$ cat src/rtl/lbaRegPkg.sv
package lbaRegPkg;
  localparam int BYTE_W  = 8;
  localparam int REG_CNT = 4;
  localparam int SEL_W   = $clog2(REG_CNT);
  localparam int HEAD_W  = 4;
  localparam int ADDR_BYTES = 3;
  localparam int LBA_W   = 2 * ADDR_BYTES * BYTE_W;
  localparam int REM_W   = 2 * BYTE_W;
  localparam int CNT_W   = REM_W + 1;
  localparam int IDX_CNT  = 0;
  localparam int IDX_LOW  = 1;
  localparam int IDX_MID  = 2;
  localparam int IDX_HIGH = 3;

  typedef struct packed {
    logic [REG_CNT-1:0] shiftEn;
    logic               loadAll;
  } slotCtrlT;
endpackage

$ cat src/rtl/lbaRegCtrl.sv
module lbaRegCtrl
  import lbaRegPkg::*;
(
  input  logic             hostWrEn,
  input  logic [SEL_W-1:0] hostSel,
  input  logic             doneValid,
  output slotCtrlT         strobe
);
  always_comb begin
    strobe = '0;
    strobe.loadAll = doneValid;
    if (hostWrEn && !doneValid) begin
      strobe.shiftEn[hostSel] = 1'b1;
    end
  end
endmodule

$ cat src/rtl/lbaRegPath.sv
module lbaRegPath
  import lbaRegPkg::*;
(
  input  logic              clk,
  input  logic              rstN,
  input  slotCtrlT          strobe,
  input  logic [BYTE_W-1:0] hostWrData,
  input  logic [SEL_W-1:0]  hostSel,
  input  logic              hostHist,
  output logic [BYTE_W-1:0] hostRdData,
  input  logic              extMode,
  input  logic [HEAD_W-1:0] devHead,
  input  logic [LBA_W-1:0]  doneLba,
  input  logic [REM_W-1:0]  doneRemain,
  output logic [LBA_W-1:0]  cmdLba,
  output logic [CNT_W-1:0]  cmdCount
);
  localparam int LOW_W = ADDR_BYTES * BYTE_W;
  localparam int PAD_W = LBA_W - LOW_W - HEAD_W;

  logic [BYTE_W-1:0] latest [REG_CNT];
  logic [BYTE_W-1:0] prev   [REG_CNT];
  logic [BYTE_W-1:0] loadLat [REG_CNT];
  logic [BYTE_W-1:0] loadPrv [REG_CNT];

  assign loadLat[IDX_CNT] = doneRemain[BYTE_W-1:0];
  assign loadPrv[IDX_CNT] = doneRemain[2*BYTE_W-1:BYTE_W];

  for (genvar a = 0; a < ADDR_BYTES; a++) begin : g_addrMap
    assign loadLat[IDX_LOW + a] = doneLba[a*BYTE_W +: BYTE_W];
    assign loadPrv[IDX_LOW + a] = doneLba[(a+ADDR_BYTES)*BYTE_W +: BYTE_W];
  end

  for (genvar k = 0; k < REG_CNT; k++) begin : g_slot
    always_ff @(posedge clk) begin
      if (!rstN) begin
        latest[k] <= '0;
        prev[k]   <= '0;
      end else if (strobe.loadAll) begin
        latest[k] <= loadLat[k];
        prev[k]   <= loadPrv[k];
      end else if (strobe.shiftEn[k]) begin
        prev[k]   <= latest[k];
        latest[k] <= hostWrData;
      end
    end


    shift_slot_chk: assert property (@(posedge clk) disable iff (!rstN)
      strobe.shiftEn[k] |=> (latest[k] == $past(hostWrData)) && (prev[k] == $past(latest[k])));


    load_slot_chk: assert property (@(posedge clk) disable iff (!rstN)
      strobe.loadAll |=> (latest[k] == $past(loadLat[k])) && (prev[k] == $past(loadPrv[k])));
  end

  assign hostRdData = hostHist ? prev[hostSel] : latest[hostSel];

  logic [LOW_W-1:0] lowAddr, highAddr;
  logic [REM_W-1:0] wideCnt;

  always_comb begin
    lowAddr  = {latest[IDX_HIGH], latest[IDX_MID], latest[IDX_LOW]};
    highAddr = {prev[IDX_HIGH], prev[IDX_MID], prev[IDX_LOW]};
    wideCnt  = {prev[IDX_CNT], latest[IDX_CNT]};
    if (extMode) begin
      cmdLba   = {highAddr, lowAddr};
      cmdCount = (wideCnt == '0) ? CNT_W'(1 << REM_W) : CNT_W'(wideCnt);
    end else begin
      cmdLba   = {{PAD_W{1'b0}}, devHead, lowAddr};
      cmdCount = (latest[IDX_CNT] == '0) ? CNT_W'(1 << BYTE_W) : CNT_W'(latest[IDX_CNT]);
    end
  end


  short_count_range_chk: assert property (@(posedge clk) disable iff (!rstN)
    !extMode |-> (cmdCount != '0) && (cmdCount <= CNT_W'(1 << BYTE_W)));


  wide_count_nonzero_chk: assert property (@(posedge clk) disable iff (!rstN)
    extMode |-> (cmdCount != '0));


  short_addr_pad_chk: assert property (@(posedge clk) disable iff (!rstN)
    !extMode |-> (cmdLba[LBA_W-1:LOW_W+HEAD_W] == '0));
endmodule

$ cat src/rtl/lbaParamRegs.sv
module lbaParamRegs
  import lbaRegPkg::*;
(
  input  logic              clk,
  input  logic              rstN,
  input  logic              hostWrEn,
  input  logic [SEL_W-1:0]  hostSel,
  input  logic              hostHist,
  input  logic [BYTE_W-1:0] hostWrData,
  output logic [BYTE_W-1:0] hostRdData,
  input  logic              extMode,
  input  logic [HEAD_W-1:0] devHead,
  output logic [LBA_W-1:0]  cmdLba,
  output logic [CNT_W-1:0]  cmdCount,
  input  logic              doneValid,
  input  logic [LBA_W-1:0]  doneLba,
  input  logic [REM_W-1:0]  doneRemain
);
  slotCtrlT strobe;

  lbaRegCtrl u_ctrl (
    .hostWrEn (hostWrEn),
    .hostSel  (hostSel),
    .doneValid(doneValid),
    .strobe   (strobe)
  );

  lbaRegPath u_path (
    .clk       (clk),
    .rstN      (rstN),
    .strobe    (strobe),
    .hostWrData(hostWrData),
    .hostSel   (hostSel),
    .hostHist  (hostHist),
    .hostRdData(hostRdData),
    .extMode   (extMode),
    .devHead   (devHead),
    .doneLba   (doneLba),
    .doneRemain(doneRemain),
    .cmdLba    (cmdLba),
    .cmdCount  (cmdCount)
  );


  done_wins_chk: assert property (@(posedge clk) disable iff (!rstN)
    (doneValid && hostWrEn) |=> (!extMode || (cmdLba == $past(doneLba))));
endmodule

$ cat config.mk
export PLATFORM = sky130hd
export DESIGN_NAME = lbaParamRegs
export DESIGN_NICKNAME = d
export VERILOG_FILES = /design/src/rtl/lbaRegPkg.sv /design/src/rtl/lbaRegCtrl.sv /design/src/rtl/lbaRegPath.sv /design/src/rtl/lbaParamRegs.sv
export SDC_FILE = /design/constraint.sdc
export NUM_CORES = 1
export LEC_CHECK = 0
export BUFFER_PORTS_ARGS = -buffer_cell sky130_fd_sc_hd__buf_2
export CORE_UTILIZATION = 31
export DETAILED_ROUTE_END_ITERATION = 8
export SLEW_MARGIN = 15
export SYNTH_ARGS = -nofsm -noshare
export SYNTH_HDL_FRONTEND = slang
export SYNTH_SLANG_ARGS = --single-unit
export TNS_END_PERCENT = 100
$ cat constraint.sdc
create_clock -name clk -period 4.1 [get_ports clk]
set_input_delay 0.41 -clock clk [delete_from_list [all_inputs] [get_ports clk]]
set_output_delay 0.41 -clock clk [all_outputs]
set_load 0.01 [all_outputs]
# Yosys cells after proc, flatten, opt, wreduce, memory -nomap -nowiden
# Memories as Yosys holds them, arrays and structs flattened.
# Cells that the tools add are included.
[op_classes] addsub=0 n_mul=0 n_div=0 magnitude_cmp=2 n_eq_ne=0 shift=0 n_mux=44 bitwise=16 n_reduce_logical=5
[op_table] op="$mux W8" n=17
[op_table] op="$mux W48" n=1
[op_table] op="$mux W17" n=2
[op_table] op="$mux W1" n=21
[op_table] op="$logic_not A16 Y1" n=1
[op_table] op="$or A1 B1 Y1" n=16
[op_table] op="$mux W9" n=1
[op_table] op="$logic_not A8 Y1" n=1
[op_table] op="$mux W4" n=1
[op_table] op="$lt A2 B3 Y1 const B" n=1
[op_table] op="$demux W1 S2" n=1
[op_table] op="$ge A2 B1 Y1 const B" n=1
[op_table] op="$logic_and A1 B1 Y1" n=2
[op_table] op="$logic_not A1 Y1" n=1
[totals] regBits=0 latch_bits=0 ram_bits=64 rom_bits=0 input_bits=84 out_inout_bits=73 word_cells=69 mem_count=2
[mem_list] name="u_path.latest" words=4 width=8 read_ports=5 rd_ports_with_merged_regs=0 wr=4 line="lbaRegPath.sv:21" text="logic [BYTE_W-1:0] latest [REG_CNT];"
[mem_list] name="u_path.prev" words=4 width=8 read_ports=5 rd_ports_with_merged_regs=0 wr=4 line="lbaRegPath.sv:22" text="logic [BYTE_W-1:0] prev [REG_CNT];"

# Longest topological paths before layout
# Gate-level depths: netlist of run 1.
[depth] depth_word=10 mapped_depth=7 mapped_depth_nobuf=4

# By module
# From an unflattened synthesis of run 1, not the netlist that was laid out.
[unflattened] hier_cells=238 area_unflattened_um2=3540.9
[modules_own_cells] mod="lbaRegPath" n_inst=1 cells_each=233 area_per_inst_um2=3483.3 seq_area_each_um2=1921.8
[modules_own_cells] mod="lbaRegCtrl" n_inst=1 cells_each=5 area_per_inst_um2=57.6 seq_area_each_um2=0.0

# Least setup slack after synthesis of run 1
# OpenSTA, ideal clock, no wires.
[synth_path] path_type="in2reg" startpoint="input port hostSel[0]" endpoint="memory u_path.latest[2][0] (enable)" setup_time_ps=411 t_arrival_ps=1972 required_ps=3689 path_slack_ps=1717 cell_stages=3 n_path_buf=1 path_cell_list="buf_2 nand2b_1 o21ai_0"
[synth_rtl] element="start, declared" line="lbaParamRegs.sv:7" text="input logic [SEL_W-1:0] hostSel,"
[synth_rtl] element="end, declared" line="lbaRegPath.sv:21"

==> results.md, run 1 <==
* Status: finished, final reports clean
* Critical Path Source Type: flip-flop
* Vias at 2769
* Final hold violations at 0
* Clk slew on worst S/H paths at 0.05 ns
* Post-cts resize count at 0
* CP Launch Point: u_path.latest[0][7]$_DFFE_PP_
* Chip width at 108.4 microns
* Maximum vdd ir drop at 160.1 uV
* Clk sinks at 64
* DRC at 0
* Post-synthesis register bit count at 64
* First-iteration detailed-routing DRC count at 130
* Yosys warning count at 0
* Worst r2r src: u_path.latest[0][7]$_DFFE_PP_
* Yosys top cell area share at 54.74%
* Final Cell Area at 4569 sq um
* Critical Path AT at 2.02 ns
* Maxcap violations at 0
* Met3 usage at 4.039%
* Ys async rst share at 0%
* Final Wtd Congestion at 0.7537
* Synthesized area at 3511 sq um
* Max-slew violations at 0
* CP Capture Type: primary output
* Tcrit/Tclk final at 59.38%
* Fin crit period at 2.435 ns
* Number of top-level pins at 157
* Pin count of the biggest net entering global routing at 65
* Most instantiated cells after synthesis: 64 x a22o_1, 64 x edfxtp_1, 28 x and2_1
* Core box area at 10940 sq um
* Worst-case reg-to-reg path depth at 1
* Die height at 108.4 microns
* Wire per inst at 20.02 microns
* Area after DPL at 4312 sq um
* Nets at 469
* Worst-Skew Late Latency at 0.33 ns
* DRT Pass-1 Iters at 4
* Clock buffer depth at 2
* Max Clk Rate at 410.8 MHz
* GRT Max-Usage Layer: met2
* # diodes at 0
* Crit Path Class: reg -> out
* Met1 Resource Use GR at 24.95%
* Clock Skew at 0.005198 ns
* CP Max Fanout at 4
* Top_reg_cell synth: edfxtp_1
* Final TNS setup at 0 ns
* Antenna violations before repair at 0
* Setup Viol. Count Final at 0
* EDFF count, synth at 64
* Num rows at 38
* TritonCTS clock tree: yes
* Area Growth Syn to Fin at 30.15%
* Syn Nets at 331
* Wirelength, routed at 10.61 mm
* Vias in the first global route at 2725
* Post-route antenna net violation count at 0
* Setup bufs post-CTS at 0
* Power Dens Cells at 388.5 nW/um^2
* First-pass GRT wire length at 15.68 mm
* Worst Tran Pin Value at 0.8465 ns
* CP Data Required Time at 3.69 ns
* RSZ-0062 raised after global routing: no
* Yosys cell types at 31
* Clk root buf: clkbuf_16
* Die Area at 11750 sq um
* M2 GR Usage at 30.61%
* Max H-tree Level at 3
* Final hold slack at 0.3722 ns
* Global-route usage over all layers at 18.71%
* Internal reg-to-reg setup slack at 3.09 ns
* Sequential area share after synthesis at 54.74%
* Total power at 1.775 mW
* Synth area leader: edfxtp_1
* Hold WC Path Type: in -> reg
* Leak at 2.049 nW
* Reg2reg end: u_path.prev[0][7]$_DFFE_PP_
* Slew HR at 43.57%
* Post-Syn Instances at 247
* CTS Buf Count at 9
* Layout cells sized above 1 at 50.26%
* Effective utilization at floorplan at 32.11%
* Largest cells by area after synthesis: edfxtp_1 55%, a22o_1 16%, mux4_2 7.7%
* Post-Syn Area per Cell at 14.21 sq um
* GRT Residual Overflow at 0
* Hpwl dp at 7.996 mm
* CTS hold repair buffers at 0
* Port Buffers at 156
* Vias per inst at 5.225
* CP endpoint: cmdCount[16]
## worst max-delay path, cell delays in order, from the launching register on
cell and delay (ns):
edfxtp_1 0.51, nor4_1 0.42, nand2_1 0.11, nand4bb_1 0.21, nor4_1 0.26, buf_2 0.19
## cell type report
cell class	instances	area, sq um
fillers	1045	6366
flip-flops and latches	64	1922
multi-input cells	153	1428
repair buffers	157	788.3
clock buffers	11	232.7
well taps	140	175.2
clock inverters	5	23.77
## metrics by stage
step                instances  utilization, %  worst slack [ns]
global route              530           41.78             1.472
CTS                       530           41.77             1.658
floorplan                 247               -             1.717
global placement          514           39.43             1.352
detailed placement        514           39.43             1.322
finish                    530           41.78             1.665
## flip-flops by register name, summed over array words and instances, names as in the netlist
signal / cells
u_path.latest: 32
u_path.prev: 32
## cell families after synthesis
| family | count (synthesis) | synth area share (%) |
|---|---|---|
| simple gates | 53 | 9.943 |
| compound gates | 71 | 17.28 |
| buf+inv | 30 | 4.668 |
| flops | 64 | 54.74 |
| mux | 29 | 13.36 |
## layer usage
metal / share of wire, % / up-vias
li1: - / 1272
met1: 44 / 1372
met2: 49 / 120
met3: 6.7 / 5
met4: 0.42 / 0
met5: 0 / -
## cell usage in the layout (no fill, tap or decap), drive strengths merged
cell      count
nand2         5
nand2b        4
mux2i         6
clkbuf       11
nor3b         1
nor3          1
o21ai         3
and2         28
nor2          4
o311a         1
o22ai         1
nand3         2
clkinv        4
nor4          4
buf         157
mux4         12
and4          1
edfxtp       64
clkinvlp      1
a22o         64
a211oi        2
nor2b         2
nand4bb       1
mux2         11
## worst min-delay path by stage
| stage | from | endpoint | slack, ns | cells after the start |
|---|---|---|---|---|
| CTS | doneRemain[14] | u_path.prev[0][6]$_DFFE_PP_ | 0.36 | 2 |
| detailed placement | u_path.latest[3][1]$_DFFE_PP_ | u_path.prev[3][1]$_DFFE_PP_ | 0.59 | 1 |
| global route | doneRemain[11] | u_path.prev[0][3]$_DFFE_PP_ | 0.37 | 2 |
| floorplan | u_path.latest[0][6]$_DFFE_PP_ | u_path.prev[0][6]$_DFFE_PP_ | 0.59 | 1 |
| finish | doneRemain[14] | u_path.prev[0][6]$_DFFE_PP_ | 0.37 | 2 |
| global placement | u_path.latest[2][7]$_SDFFCE_PN0P_ | u_path.prev[2][7]$_SDFFCE_PN0P_ | 0.59 | 1 |
## power by group
group / internal (mW) / switching [mW] / leakage (nW)
Clock: 0.401 / 0.256 / 0.122
Sequential: 0.784 / 0.0465 / 0.699
Combinational: 0.142 / 0.145 / 1.23
Total: 1.33 / 0.448 / 2.05
Power figures use the tool's default switching activity.
==> run 2, diff against run 1 <==
==> constraint.sdc (replaced) <==
create_clock -name clk -period 2.25 [get_ports clk]
set_input_delay 0.225 -clock clk [delete_from_list [all_inputs] [get_ports clk]]
set_output_delay 0.225 -clock clk [all_outputs]
set_load 0.01 [all_outputs]
==> results.md, run 2 (same netlist as run 1, synthesis figures left out) <==
* Status: finished, final reports clean
* Clk sinks at 64
* Clock Skew at 0.005093 ns
* CP Capture Type: primary output
* First-pass GRT wire length at 15.60 mm
* Worst Tran Pin Value at 0.7280 ns
* Post-route antenna net violation count at 0
* Area of the multi-input gates at 1426 sq um
* Clk root buf: clkbuf_16
* Chip width at 108.4 microns
* Fill cells at 1084
* Effective utilization at floorplan at 32.11%
* Final core occ at 42.86%
* Wirelength, routed at 11.00 mm
* Final TNS setup at 0 ns
* CP Max Fanout at 4
* RSZ-0062 raised after global routing: no
* TritonCTS clock tree: yes
* Antenna violations before repair at 0
* DRT Pass-1 Iters at 4
* Power Dens Cells at 720.4 nW/um^2
* Final hold violations at 0
* Crit Path Class: reg -> out
* Setup Viol. Count Final at 0
* Largest registers: u_path.latest x32, u_path.prev x32
* Final hold slack at 0.1867 ns
* Fin crit period at 2.044 ns
* Worst-Skew Late Latency at 0.32 ns
* # diodes at 0
* Area Growth Syn to Fin at 33.50%
* CP Data Required Time at 2.03 ns
* Wire per inst at 20.34 microns
* GRT Residual Overflow at 0
* Hold WC Path Type: in -> reg
* Critical Path Source Type: flip-flop
* Most common cell after layout, fill and taps aside: buf_2
* Maximum vdd ir drop at 324.0 uV
* DRC at 0
* Port Buffers at 156
* Register area at 1922 sq um
* Vias in the first global route at 2736
* CTS Buf Count at 9
* Die height at 108.4 microns
* Total power at 3.377 mW
* Nets at 480
* Clk slew on worst S/H paths at 0.05 ns
* Most used cells in the layout excluding fill and tap cells: 156 x buf_2, 64 x a22o_1, 64 x edfxtp_1, 27 x and2_1, 12 x mux4_2
* First-iteration detailed-routing DRC count at 135
* Post-cts resize count at 0
* Leak at 2.122 nW
* Max Clk Rate at 489.3 MHz
* Critical Path AT at 1.82 ns
* CTS hold repair buffers at 0
* Max-slew violations at 0
* Clock buffer depth at 2
* Die Area at 11750 sq um
* Final Wtd Congestion at 0.7397
* Tcrit/Tclk final at 90.83%
* Internal reg-to-reg setup slack at 1.29 ns
* Global-route usage over all layers at 18.71%
* Layout cells sized above 1 at 51.87%
* Pin count of the biggest net entering global routing at 65
* Num rows at 38
* Maxcap violations at 0
* Setup bufs post-CTS at 0
* Max H-tree Level at 3
* Hpwl dp at 8.145 mm
* Number of top-level pins at 157
* Slew HR at 51.41%
* Core box area at 10940 sq um
* Vias per inst at 5.216
* Vias at 2822
==> run 2: cell count changes in the layout (fill, tap and decap cells not counted) <==
cell and delta:
and2_4 -1, buf_4 +10, clkinv_1 -1, and2_2 +1, clkinv_2 +1, bufinv_16 +1
clkinvlp_4 -1, buf_12 +1
==> run 2: metrics by stage <==
| stage | std cells | setup WS, ns | area, sq um |
|---|---|---|---|
| floorplan | 247 | 0.05217 | 3511 |
| global placement | 525 | 0.3809 | 4407 |
| detailed placement | 525 | 0.3571 | 4407 |
| CTS | 541 | 0.1772 | 4687 |
| global route | 541 | 0.05579 | 4687 |
| finish | 541 | 0.2064 | 4687 |
==> run 2: worst paths after layout <==
check,to,depth (start not counted),startpoint
setup reg to reg,u_path.prev[0][0]$_DFFE_PP_,1,u_path.latest[0][0]$_DFFE_PP_
hold / removal,u_path.latest[0][2]$_DFFE_PP_,2,doneRemain[2]
hold reg to reg,u_path.prev[3][1]$_DFFE_PP_,1,u_path.latest[3][1]$_DFFE_PP_
setup / recovery,cmdCount[16],5,u_path.latest[0][5]$_DFFE_PP_
==> run 2: layer usage <==
layer	routed length [microns]	global-route usage, %
met5	0	0
met4	117	6.564
met2	5438	31.69
met3	834	3.797
met1	4613	23.64
==> run 2: critical path, cell delays in order, from the launching register on <==
cell and delay, ns:
edfxtp_1 0.46, nor4_1 0.36, nand2_1 0.10, nand4bb_1 0.20, nor4_1 0.20, buf_2 0.18
==> run 2: power by group <==
group / total [mW] / switching [mW] / internal (mW)
combinational: 0.539 / 0.268 / 0.271
clock: 1.33 / 0.481 / 0.846
sequential: 1.51 / 0.0841 / 1.43
==> run 2: cell type report <==
type / count / area share, %
Clock inverter: 5 / 1.014
Tap cell: 140 / 3.737
Timing Repair Buffer: 168 / 18.85
Sequential cell: 64 / 41.00
Clock buffer: 11 / 4.965
Multi-Input combinational cell: 153 / 30.43
==> run 3, diff against run 2 <==
--- a/config.mk
+++ b/config.mk
@@ -5,6 +5,7 @@
 export SDC_FILE = /design/constraint.sdc
 export NUM_CORES = 1
 export LEC_CHECK = 0
+export ABC_AREA = 1
 export BUFFER_PORTS_ARGS = -buffer_cell sky130_fd_sc_hd__buf_2
 export CORE_UTILIZATION = 31
 export DETAILED_ROUTE_END_ITERATION = 8
==> constraint.sdc (replaced) <==
create_clock -name clk -period 1.8 [get_ports clk]
set_input_delay 0.18 -clock clk [delete_from_list [all_inputs] [get_ports clk]]
set_output_delay 0.18 -clock clk [all_outputs]
set_load 0.01 [all_outputs]
==> results.md, run 3 <==
* Clock Skew at 0.005697 ns
* Final hold violations at 0
* Fin crit period at 1.671 ns
* Clk sinks at 64
* Clk slew on worst S/H paths at 0.05 ns
* P_int at 3.111 mW
* Power Dens Cells at 826.6 nW/um^2
* Ys async rst share at 0%
* Vias per inst at 4.534
* Max layer used: met4
* Met2 routed wirelength at 5.815 mm
* Wire per inst at 14.53 microns
* Place WS at 0.2475 ns
* Synth area leader: edfxtp_1
* Met1 wire length at 5.588 mm
* TritonCTS clock tree: yes
* Hpwl dp at 9.957 mm
* Nets at 774
* CTS Buf Count at 9
* Clock buffer depth at 2
* Final Wtd Congestion at 0.8162
* First-iteration detailed-routing DRC count at 266
* Max-slew violations at 0
* Yosys top cell area share at 48.70%
* DRT Pass-1 Iters at 6
* Post-synthesis register bit count at 64
* Effective utilization at floorplan at 32.32%
* Tcrit/Tclk final at 92.81%
* Worst Tran Pin Value at 0.9448 ns
* Wirelength, routed at 12.54 mm
* Antenna violations before repair at 0
* Area Growth Syn to Fin at 30.94%
* RSZ-0062 raised after global routing: no
* Die height at 114.8 microns
* GRT Residual Overflow at 0
* Worst-Skew Late Latency at 0.33 ns
* Largest cells by area after synthesis: edfxtp_1 49%, nand2_1 30%, nand3_1 3.9%
* Most common cell after layout, fill and taps aside: nand2_1
* Yosys warning count at 0
* Chip width at 114.8 microns
* Die Area at 13180 sq um
* Most instantiated cells after synthesis: 315 x nand2_1, 64 x edfxtp_1, 41 x inv_1
* Maximum vdd ir drop at 354.6 uV
* Clk pwr share at 38.5%
* Reg power frac at 44.6%
* Largest registers: u_path.latest x32, u_path.prev x32
* Max H-tree Level at 3
* Syn Nets at 625
* Pin count of the biggest net entering global routing at 65
* Critical Path Source Type: flip-flop
* Sequential area share after synthesis at 48.70%
* Max Clk Rate at 598.6 MHz
* Fill cells at 1357
* Combinational power share at 16.9%
* Hold WC Path Type: in -> reg
* Vias at 3913
* Switching share of total power at 27.17%
* Leak at 2.936 nW
* # diodes at 0
* Met3 WL at 861 microns
* Net Sw Power at 1.161 mW
* Setup Viol. Count Final at 0
* Final Worst Setup Slack at 0.1293 ns
* CP Capture Type: primary output
* Post-route antenna net violation count at 0
* Maxcap violations at 0
* Top_reg_cell synth: edfxtp_1
* Most used cells in the layout excluding fill and tap cells: 315 x nand2_1, 156 x buf_2, 64 x edfxtp_1, 41 x inv_1, 31 x nand3_1
* Critical Path AT at 1.49 ns
* Global-route usage over all layers at 19.73%
* CP Max Fanout at 4
* Status: finished, final reports clean
* Final TNS setup at 0 ns
* CTS hold repair buffers at 0
* Setup bufs post-CTS at 0
* First-pass GRT wire length at 19.44 mm
* Post-cts resize count at 0
* Layout cells sized above 1 at 29.21%
* Yosys cell types at 19
* Port Buffers at 156
* Clk root buf: clkbuf_16
* Post-Syn Instances at 541
* Number of top-level pins at 157
* DRC at 0
* Slew HR at 36.92%
* CP Data Required Time at 1.62 ns
* Most common cell in the synthesized netlist: nand2_1
* Core box area at 12210 sq um
* Crit Path Class: reg -> out
* Vias in the first global route at 3905
* Post-Syn Area per Cell at 7.294 sq um
* Num rows at 40
* Synthesized area at 3946 sq um
* EDFF count, synth at 64
## run 3: changes by cell type after synthesis, moves of 17 or more
cell / before / now
and2_1: 28 / 0
inv_1: 0 / 41
a22o_1: 64 / 0
nand2_1: 4 / 315
o21ai_1: 0 / 17
nand3_1: 2 / 31
## run 3: cell families (layout without fill, tap and decap cells)
logic type / count (synthesis) / after routing / synth area share [%]
simple gates: 365 / 365 / 37.63
compound gates: 34 / 34 / 5.073
flops: 64 / 64 / 48.70
buf+inv: 78 / 232 / 8.592
## run 3: metrics by stage
stage               cell area (sq um)  util [%]  power [mW]  hold WS [ns]  cells
floorplan                        3946         -       2.297        0.3660    541
global placement                 4886     40.01       2.656        0.4610    847
detailed placement               4886     40.01       2.659        0.4600    847
CTS                              5165     42.30       4.297        0.1166    863
global route                     5167     42.32       4.461        0.1309    863
finish                           5167     42.32       4.271        0.1231    863
## run 3: critical path: stages, from the launching register on
cell	delay (ns)
edfxtp_1	0.48
nor2_1	0.14
nand3_1	0.09
nor2_2	0.14
nand2_1	0.07
nor2_1	0.10
buf_2	0.14
## run 3: per-layer routing
layer	GRT usage [%]	vias up
met4	8.225	0
met5	0	-
met2	31.92	163
met1	25.99	1747
li1	-	1983
met3	3.690	20
## run 3: power groups by stage
stage          clock, mW  combinational [mW]  sequential (mW)
6_report            1.65               0.720             1.91
5_1_grt             1.74               0.806             1.92
4_1_cts             1.66               0.727             1.91
3_5_place_dp           0               0.724             1.94
3_3_place_gp           0               0.718             1.94
2_1_floorplan          0               0.396             1.90
## run 3: cell type report
| cell class | count | area, sq um | share of cell area [%] |
|---|---|---|---|
| Tap cell | 168 | 210.2 | 4.068 |
| Clock buffer | 10 | 229.0 | 4.431 |
| Clock inverter | 6 | 50.05 | 0.9685 |
| Sequential cell | 64 | 1922 | 37.19 |
| Multi-Input combinational cell | 399 | 1688 | 32.66 |
| Inverter | 45 | 175.2 | 3.390 |
| Timing Repair Buffer | 171 | 893.4 | 17.29 |
## run 3: final timing paths
path | startpoint | end | slack [ns] | depth (start not counted)
worst max-delay path | u_path.latest[0][1]$_DFFE_PP_ | cmdCount[16] | 0.13 | 6
worst min-delay path | doneLba[37] | u_path.prev[2][5]$_SDFFCE_PN0P_ | 0.12 | 3
worst max register to register | u_path.latest[0][7]$_DFFE_PP_ | u_path.prev[0][7]$_DFFE_PP_ | 0.88 | 2
worst min register to register | u_path.latest[2][0]$_SDFFCE_PN0P_ | u_path.prev[2][0]$_SDFFCE_PN0P_ | 0.65 | 2
